[src/rtl/ser3_pkg.sv]
package ser3_pkg;
  typedef enum logic [1:0] {
    CMD_READ  = 2'b00,
    CMD_ERASE = 2'b01,
    CMD_WRITE = 2'b10,
    CMD_ERWR  = 2'b11
  } cmd_e;

  typedef enum logic [2:0] {
    ST_IDLE,
    ST_SH_LO,
    ST_SH_HI,
    ST_CE_LO,
    ST_P_HI,
    ST_P_WAIT,
    ST_R_HI,
    ST_R_LO
  } state_e;

  localparam int FRAME_W = 16;
  localparam int LEN_W   = 5;
endpackage

[src/rtl/ser3_clkdiv.sv]
module ser3_clkdiv #(
  parameter int DIV_HALF = 4
) (
  input  logic clk_i,
  input  logic rst_ni,
  input  logic en_i,
  output logic tick_o
);
  localparam int CW = $clog2(DIV_HALF + 1);
  logic [CW-1:0] cnt_q;

  assign tick_o = en_i && (cnt_q == CW'(DIV_HALF - 1));

  always_ff @(posedge clk_i or negedge rst_ni) begin
    if (!rst_ni)              cnt_q <= '0;
    else if (!en_i || tick_o) cnt_q <= '0;
    else                      cnt_q <= cnt_q + 1'b1;
  end
endmodule

[src/rtl/ser3_wait.sv]
module ser3_wait #(
  parameter int PROG_WAIT = 1000
) (
  input  logic clk_i,
  input  logic rst_ni,
  input  logic load_i,
  output logic done_o
);
  localparam int WW = $clog2(PROG_WAIT + 1) < 1 ? 1 : $clog2(PROG_WAIT + 1);
  logic [WW-1:0] cnt_q;

  assign done_o = (cnt_q == '0) && !load_i;

  always_ff @(posedge clk_i or negedge rst_ni) begin
    if (!rst_ni)          cnt_q <= '0;
    else if (load_i)      cnt_q <= WW'(PROG_WAIT);
    else if (cnt_q != '0) cnt_q <= cnt_q - 1'b1;
  end
endmodule

[src/rtl/ser3_framer.sv]
module ser3_framer
  import ser3_pkg::*;
(
  input  cmd_e               cmd_i,
  input  logic [6:0]         addr_i,
  input  logic [7:0]         data_i,
  output logic [FRAME_W-1:0] frame_o,
  output logic [LEN_W-1:0]   len_o
);
  always_comb begin
    unique case (cmd_i)
      CMD_READ: begin
        frame_o = {8'h00, 1'b0, addr_i};
        len_o   = LEN_W'(8);
      end
      CMD_ERASE: begin
        frame_o = {8'h00, 1'b1, addr_i};
        len_o   = LEN_W'(8);
      end
      default: begin
        frame_o = {1'b1, addr_i, data_i};
        len_o   = LEN_W'(16);
      end
    endcase
  end
endmodule

[src/rtl/ser3_host.sv]
module ser3_host
  import ser3_pkg::*;
#(
  parameter int DIV_HALF  = 4,
  parameter int PROG_WAIT = 1000
) (
  input  logic       clk_i,
  input  logic       rst_ni,
  input  logic       req_valid_i,
  output logic       req_ready_o,
  input  logic [1:0] req_cmd_i,
  input  logic [6:0] req_addr_i,
  input  logic [7:0] req_data_i,
  output logic       rd_done_o,
  output logic [7:0] rd_data_o,
  output logic       sclk_o,
  output logic       ce_o,
  output logic       sd_o,
  output logic       sd_oe_o,
  input  logic       sd_i
);
  state_e             state_q;
  cmd_e               cmd_q;
  logic [FRAME_W-1:0] frame_q, frame_d;
  logic [LEN_W-1:0]   len_q, len_d;
  logic [LEN_W-1:0]   idx_q;
  logic [2:0]         rbit_q;
  logic [7:0]         rx_q, rd_data_q;
  logic               pass2_q, done_q, sclk_q, ce_q, sd_q, oe_q;
  logic               tick, div_en, wait_load, wait_done;

  ser3_framer u_framer (
    .cmd_i  (cmd_e'(req_cmd_i)),
    .addr_i (req_addr_i),
    .data_i (req_data_i),
    .frame_o(frame_d),
    .len_o  (len_d)
  );

  assign div_en = (state_q != ST_IDLE) && (state_q != ST_P_WAIT);

  ser3_clkdiv #(.DIV_HALF(DIV_HALF)) u_div (
    .clk_i (clk_i),
    .rst_ni(rst_ni),
    .en_i  (div_en),
    .tick_o(tick)
  );

  assign wait_load = (state_q == ST_P_HI) && tick;

  ser3_wait #(.PROG_WAIT(PROG_WAIT)) u_wait (
    .clk_i (clk_i),
    .rst_ni(rst_ni),
    .load_i(wait_load),
    .done_o(wait_done)
  );

  always_ff @(posedge clk_i or negedge rst_ni) begin
    if (!rst_ni) begin
      state_q   <= ST_IDLE;
      cmd_q     <= CMD_READ;
      frame_q   <= '0;
      len_q     <= '0;
      idx_q     <= '0;
      rbit_q    <= '0;
      rx_q      <= '0;
      rd_data_q <= '0;
      pass2_q   <= 1'b0;
      done_q    <= 1'b0;
      sclk_q    <= 1'b0;
      ce_q      <= 1'b1;
      sd_q      <= 1'b0;
      oe_q      <= 1'b0;
    end else begin
      done_q <= 1'b0;
      unique case (state_q)
        ST_IDLE: if (req_valid_i) begin
          cmd_q   <= cmd_e'(req_cmd_i);
          frame_q <= frame_d;
          len_q   <= len_d;
          idx_q   <= '0;
          sd_q    <= frame_d[0];
          oe_q    <= 1'b1;
          ce_q    <= 1'b1;
          state_q <= ST_SH_LO;
        end
        ST_SH_LO: if (tick) begin
          sclk_q  <= 1'b1;
          state_q <= ST_SH_HI;
        end
        ST_SH_HI: if (tick) begin
          sclk_q <= 1'b0;
          if (idx_q == len_q - 1'b1) begin
            // frame complete: launch the operation
            ce_q    <= 1'b0;
            pass2_q <= 1'b0;
            state_q <= ST_CE_LO;
            if (cmd_q == CMD_READ) oe_q <= 1'b0;
            else                   sd_q <= (cmd_q != CMD_WRITE);
          end else begin
            idx_q   <= idx_q + 1'b1;
            sd_q    <= frame_q[1];
            frame_q <= frame_q >> 1;
            state_q <= ST_SH_LO;
          end
        end
        ST_CE_LO: if (tick) begin
          sclk_q  <= 1'b1;
          rbit_q  <= '0;
          state_q <= (cmd_q == CMD_READ) ? ST_R_HI : ST_P_HI;
        end
        ST_P_HI: if (tick) begin
          sclk_q  <= 1'b0;
          state_q <= ST_P_WAIT;
        end
        ST_P_WAIT: if (wait_done) begin
          if (cmd_q == CMD_ERWR && !pass2_q) begin
            // second pass of erase-and-write: write pulse
            pass2_q <= 1'b1;
            sd_q    <= 1'b0;
            state_q <= ST_CE_LO;
          end else begin
            ce_q    <= 1'b1;
            oe_q    <= 1'b0;
            state_q <= ST_IDLE;
          end
        end
        ST_R_HI: if (tick) begin
          sclk_q  <= 1'b0;
          state_q <= ST_R_LO;
        end
        ST_R_LO: if (tick) begin
          rx_q <= {sd_i, rx_q[7:1]};
          if (rbit_q == 3'd7) begin
            rd_data_q <= {sd_i, rx_q[7:1]};
            done_q    <= 1'b1;
            ce_q      <= 1'b1;
            state_q   <= ST_IDLE;
          end else begin
            rbit_q  <= rbit_q + 1'b1;
            sclk_q  <= 1'b1;
            state_q <= ST_R_HI;
          end
        end
        default: state_q <= ST_IDLE;
      endcase
    end
  end

  assign req_ready_o = (state_q == ST_IDLE);
  assign rd_done_o   = done_q;
  assign rd_data_o   = rd_data_q;
  assign sclk_o      = sclk_q;
  assign ce_o        = ce_q;
  assign sd_o        = sd_q;
  assign sd_oe_o     = oe_q;
endmodule

[config.mk]
export PLATFORM = sky130hd
export DESIGN_NAME = ser3_host
export DESIGN_NICKNAME = d
export VERILOG_FILES = /design/src/rtl/ser3_pkg.sv /design/src/rtl/ser3_clkdiv.sv /design/src/rtl/ser3_wait.sv /design/src/rtl/ser3_framer.sv /design/src/rtl/ser3_host.sv
export SDC_FILE = /design/constraint.sdc
export NUM_CORES = 1
export LEC_CHECK = 0
export ABC_AREA = 1
export BUFFER_PORTS_ARGS = -buffer_cell sky130_fd_sc_hd__buf_2
export CORE_MARGIN = 4
export CORE_UTILIZATION = 45
export CTS_CLUSTER_DIAMETER = 30
export CTS_CLUSTER_SIZE = 10
export DETAILED_ROUTE_END_ITERATION = 8
export SYNTH_ARGS = -nofsm -noshare
export SYNTH_HDL_FRONTEND = slang
export SYNTH_HIERARCHICAL = 1
export SYNTH_SLANG_ARGS = --single-unit
[constraint.sdc]
create_clock -name clk_i -period 8.02 [get_ports clk_i]
set_input_delay 1.604 -clock clk_i [delete_from_list [all_inputs] [get_ports clk_i]]
set_output_delay 1.604 -clock clk_i [all_outputs]
set_load 0.02 [all_outputs]
==> metrics.md, run 1 <==
| Metric | Value |
|---|---|
| Final setup viols | 0 |
| Post-DP HPWL | 5493 um |
| Area delta synth->final | 9.655% |
| WP data required | 6.42 ns |
| Fmax | 332.8 MHz |
| Vias in the first global route | 3,010 |
| TritonCTS Sinks | 67 |
| Fin crit period | 3.005 ns |
| Worst Setup Start Kind | flip-flop |
| Die Area | 0.01000 mm^2 |
| Routability cong. | 0.8884 |
| Status | complete, no violations |
| Clk_skew | 0.009744 ns |
| Ant diodes | 0 |
| Critical path arrival | 1.40 ns |
| Pin count of the biggest net entering global routing | 68 |
| Net Sw Frac | 24.05% |
| Worst R2R Setup Slack | 5.05 ns |
| Total gr overflow | 0 |
| Avg WL per Cell | 12.09 um |
| Core Util, Final | 50.85% |
| Final hold vios | 0 |
| H-tree Lvls | 3 |
| Reg power frac | 52.2% |
| Hold WC Path Type | reg -> reg |
| Post-Syn Area per Cell | 7.441 um^2 |
| DRT iter0 DRCs | 149 |
| Core ar. | 0.008217 mm^2 |
| Yosys Warn Count | 6 |
| Clk buf depth | 2 |
| Worst R2R Path Depth | 16 |
| Fraction of layout cells with a size suffix above 1 | 15.41% |
| Die extent in x | 100.0 um |
| Hold-fix buffers, CTS | 0 |
| ANT nets after route | 0 |
| Yosys reg bits | 67 |
| CTS tree | yes |
| Mapped cell area | 0.003810 mm^2 |
| Residual DRC | 0 |
| Nets | 570 |
| Global-route usage over all layers | 16.77% |
| P_int | 0.4945 mW |
| Least-Margin Pin Slew | 0.9127 ns |
| Clk_lat worst skew | 0.34 ns |
| Vias per cell | 4.820 |
| CP endpoint kind | primary output |
| Max_cap viols | 0 |
| Vias | 3,133 |
| CP Class | reg -> out |
| IR drop worst, VDD | 0.07569 mV |
| Clock-pin transition on the worst setup and hold timing paths | 0.08 ns |
| Final wirelength | 7856 um |
| Gate power share | 4.0% |
| Post-CTS sizing | 0 |
| Final clock period utilization by the worst path | 37.46% |
| Row cnt | 33 |
| Num CTS Buffers | 9 |
| Initial antenna violation count | 0 |
| First-pass DRT Iterations | 4 |
| Top Ports | 35 |
| I/O Buffers | 34 |
| Final setup TNS | 0 ns |
| Sw power | 0.1566 mW |
| Post-synthesis sequential area ratio | 44.04% |
| Root Driver | clkbuf_8 |
| DIE HEIGHT | 100.0 um |
| Pwr Density | 155.8 mW/mm^2 |
| CP Max Fanout | 8 |
| First-pass GRT wire length | 13,660 um |
| Starting Density | 46.37% |
| Max Slew Vio Count | 0 |
| Max_slew headroom | 38.93% |
| WHS Path Cells | 1 |
| Post-CTS repair timing setup buffer count | 0 |
| Pleak | 2.366 nW |
| RSZ-0062 raised after global routing | false |
| Clock power share | 43.8% |
| Cells after Synth | 512 |
| Synth cell types | 38 |
-- registers in the layout, summed over array words and instances (netlist names) --
name          count
ce_o              1
frame_q          15
cmd_q             2
sclk_o            1
rbit_q            3
sd_oe_o           1
idx_q             5
rx_q              7
state_q           3
u_wait/cnt_q     10
u_div/cnt_q       3
pass2_q           1
len_q             5
rd_data_o         8
rd_done_o         1
sd_o              1
-- Yosys cell counts --
cell	count	share of area [%]
nand3_1	39	5.1
nand2_4	2	0.59
a22o_1	2	0.46
a21oi_2	1	0.23
nand2_2	9	1.5
o21ai_0	14	1.8
dfrtp_1	66	43
buf_2	4	0.53
inv_2	6	0.59
and2_1	1	0.16
buf_12	1	0.53
nand3b_1	3	0.59
ha_1	9	3.0
or2_2	1	0.16
xor2_1	2	0.46
mux2_2	3	0.89
conb_1	1	0.098
nor2_1	46	4.5
inv_1	54	5.3
a31oi_1	2	0.33
o21ai_1	2	0.26
buf_6	3	0.89
nor3_1	6	0.79
dfstp_2	1	0.69
o22ai_1	1	0.16
nor2_8	1	0.53
xnor2_1	1	0.23
clkbuf_1	4	0.39
nor2_4	2	0.59
o21ai_2	2	0.46
buf_4	8	1.6
a21oi_1	14	1.8
nor3_2	1	0.26
nand2_1	188	19
o21a_1	1	0.20
nand3_4	2	0.92
nor2_2	3	0.49
nand4_1	6	0.99
-- routing by layer --
| metal | track usage [%] | vias to the layer above | part of all wire, % |
|---|---|---|---|
| li1 | - | 1644 | - |
| met1 | 23.25 | 1433 | 49 |
| met2 | 26.12 | 46 | 45 |
| met3 | 3.822 | 10 | 4.5 |
| met4 | 5.492 | 0 | 1.3 |
| met5 | 0 | - | 0 |
-- worst max-delay path, stage by stage, from the launching register on --
cell     delay, ns
dfrtp_1       0.46
inv_2         0.11
nand2_1       0.08
nor2_2        0.19
buf_2         0.22
-- cell families (layout without fill, tap and decap cells) --
family,after synthesis,count (layout),synth area share [%]
other,1,3,0.09843
flip-flops,67,67,44.04
AND/OR/NAND/NOR,310,310,35.73
adder cells (fa/ha/maj),9,9,2.956
AO/OA/AOI/OAI,39,39,5.780
XOR/XNOR,3,3,0.6898
multiplexers,3,3,0.8866
buffers and inverters,80,111,9.819
-- power by group through the flow --
stage	combinational [mW]	sequential [mW]	clock [mW]
after floorplan	0.0144	0.346	0
after global placement	0.0270	0.347	0
after detailed placement	0.0270	0.347	0
after CTS	0.0273	0.340	0.294
after global routing	0.0308	0.340	0.310
final	0.0262	0.340	0.285
-- path summary, 6_finish.rpt --
kind	startpoint	endpoint
setup / recovery	state_q[0]	req_ready_o
hold / removal	u_div/cnt_q[0]	u_div/cnt_q[0]
setup reg to reg	state_q[1]	state_q[0]
hold reg to reg	u_div/cnt_q[0]	u_div/cnt_q[0]
max in group asynchronous	rst_ni	frame_q[8]
min in group asynchronous	rst_ni	u_wait/cnt_q[6]
-- through the flow --
step / power (mW) / instance area, um^2 / hold WS [ns] / std cells / setup slack (ns)
finish: 0.6511 / 4178 / 0.4301 / 650 / 5.015
global route: 0.6806 / 4178 / 0.4700 / 650 / 4.735
CTS: 0.6616 / 4178 / 0.4342 / 650 / 4.994
detailed placement: 0.3736 / 3978 / 0.4222 / 634 / 4.928
global placement: 0.3735 / 3978 / 0.4177 / 634 / 4.937
floorplan: 0.3608 / 3817 / 0.4074 / 514 / 5.473
-- layout make-up --
| cell class | count | area, um^2 |
|---|---|---|
| clock buffer | 10 | 127.6 |
| timing repair buffer | 35 | 177.7 |
| fill | 817 | 4039 |
| tap | 105 | 131.4 |
| clock inverter | 6 | 72.57 |
| sequential | 67 | 1678 |
| multi-input combinational | 367 | 1765 |
| inverter | 60 | 225.2 |
-- placed cells by master, fill, tap and decap left out, types with 2 or more instances in the layout --
cell / n
a21oi_1: 14
a22o_1: 2
a31oi_1: 2
buf_2: 34
clkbuf_8: 9
clkinv_4: 2
conb_1: 3
dfrtp_1: 66
ha_1: 9
inv_1: 54
inv_2: 6
inv_6: 2
mux2_2: 3
nand2_1: 188
nand2_2: 9
nand2_4: 2
nand3_1: 39
nand3_4: 2
nand3b_1: 3
nand4_1: 6
nor2_1: 46
nor2_2: 3
nor2_4: 2
nor3_1: 6
o21ai_0: 14
o21ai_1: 2
o21ai_2: 2
xor2_1: 2
(Power assumes the default switching activity.)
==> run 2, diff against run 1 <==
--- a/config.mk
+++ b/config.mk
@@ -5,13 +5,14 @@
 export SDC_FILE = /design/constraint.sdc
 export NUM_CORES = 1
 export LEC_CHECK = 0
-export ABC_AREA = 1
+export ABC_AREA = 0
 export BUFFER_PORTS_ARGS = -buffer_cell sky130_fd_sc_hd__buf_2
 export CORE_MARGIN = 4
 export CORE_UTILIZATION = 45
 export CTS_CLUSTER_DIAMETER = 30
 export CTS_CLUSTER_SIZE = 10
 export DETAILED_ROUTE_END_ITERATION = 8
+export PLACE_DENSITY = 0.66
 export SYNTH_ARGS = -nofsm -noshare
 export SYNTH_HDL_FRONTEND = slang
 export SYNTH_HIERARCHICAL = 1
==> constraint.sdc (replaced) <==
create_clock -name clk_i -period 2.5 [get_ports clk_i]
set_input_delay 0.5 -clock clk_i [delete_from_list [all_inputs] [get_ports clk_i]]
set_output_delay 0.5 -clock clk_i [all_outputs]
set_load 0.02 [all_outputs]
==> metrics.md, run 2 <==
| Metric | Value |
|---|---|
| Met2 usage | 25.60% |
| Least-Margin Pin Slew | 0.6115 ns |
| Nets | 458 |
| Placement Cell Area | 0.004105 mm^2 |
| Top cell type's share of synthesized area | 43.65% |
| Max_slew headroom | 59.08% |
| Yosys reg bits | 67 |
| TritonCTS Sinks | 67 |
| Core ar. | 0.008217 mm^2 |
| IR drop worst, VDD | 0.3978 mV |
| CP endpoint kind | flip-flop |
| Fraction of layout cells with a size suffix above 1 | 28.18% |
| Final wirelength | 7558 um |
| Largest cells by area after synthesis | dfrtp_1 44%, nand2_1 7.8%, mux2_2 7.7%, mux2_4 4.0%, o21ai_0 3.0% |
| Vias per cell | 5.385 |
| Post-synthesis async set-or-reset flop share | 100.0% |
| Post-synthesis sequential area ratio | 44.35% |
| Pwr Total | 4.796 mW |
| Worst R2R Setup Slack | 0.18 ns |
| Final hold vios | 0 |
| Commonest cells after routing, fill and taps aside | 78 x nand2_1, 66 x dfrtp_1, 34 x buf_2, 26 x mux2_2, 23 x o21ai_0 |
| Cells after Synth | 389 |
| Clk_skew | 0.01102 ns |
| Final setup viols | 0 |
| Avg WL per Cell | 14.05 um |
| Die Area | 0.009939 mm^2 |
| Row cnt | 33 |
| Vias | 2,897 |
| Post-Layout Cell Count | 538 |
| Vias in the first global route | 2,907 |
| Post-DP HPWL | 5333 um |
| Routability cong. | 0.8279 |
| Pin count of the biggest net entering global routing | 68 |
| Number of flip-flops in the largest register | 15 |
| Total gr overflow | 0 |
| Yosys top cell by area | dfrtp_1 |
| Fmax | 431.7 MHz |
| WP data required | 2.73 ns |
| Clk_lat worst skew | 0.35 ns |
| Reg2reg start | len_q[0] |
| Worst R2R Path Depth | 8 |
| CP Max Fanout | 17 |
| Max Slew Vio Count | 0 |
| Placement Setup Slack | 0.1655 ns |
| Top cells by instance count after synthesis | 79 x nand2_1, 66 x dfrtp_1, 26 x mux2_2 |
| Ant diodes | 0 |
| Reg power frac | 37.3% |
| Setup WS post-layout | 0.1838 ns |
| Met1 usage | 22.99% |
| Net Sw Frac | 39.10% |
| Hold WC Path Type | in -> async |
| Starting Density | 46.05% |
| Gate power share | 43.1% |
| DRT iter0 DRCs | 174 |
| Worst hold slack | 0.1567 ns |
| Post-CTS repair timing setup buffer count | 0 |
| H-tree Lvls | 3 |
| Worst setup path startpoint | len_q[0] |
| Grt met3 use | 3.226% |
| Sw power | 1.875 mW |
| Clock-pin transition on the worst setup and hold timing paths | 0.08 ns |
| Pleak | 2.091 nW |
| Final clock period utilization by the worst path | 92.65% |
| Worst Setup Start Kind | flip-flop |
| Yosys Warn Count | 6 |
| Largest register by flop count | frame_q |
| First-pass DRT Iterations | 4 |
| Most numerous cell in the Yosys netlist | nand2_1 |
| CP Class | reg -> reg |
| Placed cell count | 522 |
| Status | complete, no violations |
| Core Util, Final | 52.64% |
| Synth cell types | 62 |
| Critical path arrival | 2.55 ns |
| Most common cell after layout, fill and taps aside | nand2_1 |
| Residual DRC | 0 |
| Num CTS Buffers | 9 |
| Clock power share | 19.6% |
| Area delta synth->final | 14.32% |
| Top Usage Layer GRT | met2 |
| Die extent in x | 99.70 um |
| Number of flops mapped to enable cells by yosys | 0 |
| Root Driver | clkbuf_8 |
| P_int | 2.921 mW |
| First-pass GRT wire length | 13,560 um |
| I/O Buffers | 34 |
| Initial antenna violation count | 0 |
| Final setup TNS | 0 ns |
| Mapped cell area | 0.003784 mm^2 |
| Top Ports | 35 |
| ANT nets after route | 0 |
| RSZ-0062 raised after global routing | false |
| Max_cap viols | 0 |
| Fin crit period | 2.316 ns |
| Post-Syn Area per Cell | 9.727 um^2 |
| Pwr Density | 1109 mW/mm^2 |
| Global-route usage over all layers | 16.88% |
| DIE HEIGHT | 99.70 um |
| Top FF cell, synth | dfrtp_1 |
| Fin area | 0.004325 mm^2 |
| Reg2reg end | idx_q[0] |
| Clk buf depth | 2 |
| CTS tree | yes |
==> run 2: kinds of logic after synthesis <==
kind of cell / count (synthesis) / share of synthesized area, %
xor+xnor: 5 / 1.158
other cells: 1 / 0.09911
simple gates: 152 / 19.81
buf+inv: 41 / 5.622
mux: 40 / 12.76
flops: 67 / 44.35
fa+ha+maj: 9 / 2.976
compound gates: 74 / 13.23
==> run 2: cell type report <==
cell class	count	area (um^2)
flip-flops and latches	67	1678
well taps	105	131.4
repair buffers	52	330.3
fillers	753	3891
clock inverters	7	83.83
multi-input cells	283	1922
inverters	15	56.30
clock buffers	9	123.9
==> run 2: power by group through the flow <==
stage / Combinational [mW] / Sequential (mW) / Clock (mW)
floorplan: 1.59 / 1.76 / 0
global placement: 2.01 / 1.79 / 0
detailed placement: 2.05 / 1.80 / 0
finish: 2.07 / 1.79 / 0.941
global route: 2.33 / 1.85 / 1.03
CTS: 2.06 / 1.79 / 0.970
==> run 2: what timing repair did <==
action,CTS,global route
hold buffers,0,0
hold endpoints to repair,0,0
setup endpoints to repair,0,2
resized for setup,0,3
==> run 2: worst max path at each step <==
stage | cells after the start | end
finish | 8 | idx_q[0]
detailed placement | 8 | idx_q[0]
CTS | 10 | sd_o
floorplan | 14 | sd_o
global route | 10 | state_q[1]
global placement | 10 | sd_o
==> run 2: worst max-delay path, cell delays in order, from the launching register on <==
cell and delay [ns]:
dfrtp_1 0.40, inv_1 0.08, ha_1 0.18, nor4bb_1 0.28, o211ai_1 0.15, a311o_1 0.40, a21oi_4 0.19, buf_12 0.18
mux2_2 0.34
==> run 2: metal layers <==
layer / vias to the layer above / share of wire (%)
li1: 1440 / -
met2: 60 / 46
met4: 0 / 1.9
met3: 13 / 3.6
met5: - / 0
met1: 1384 / 49
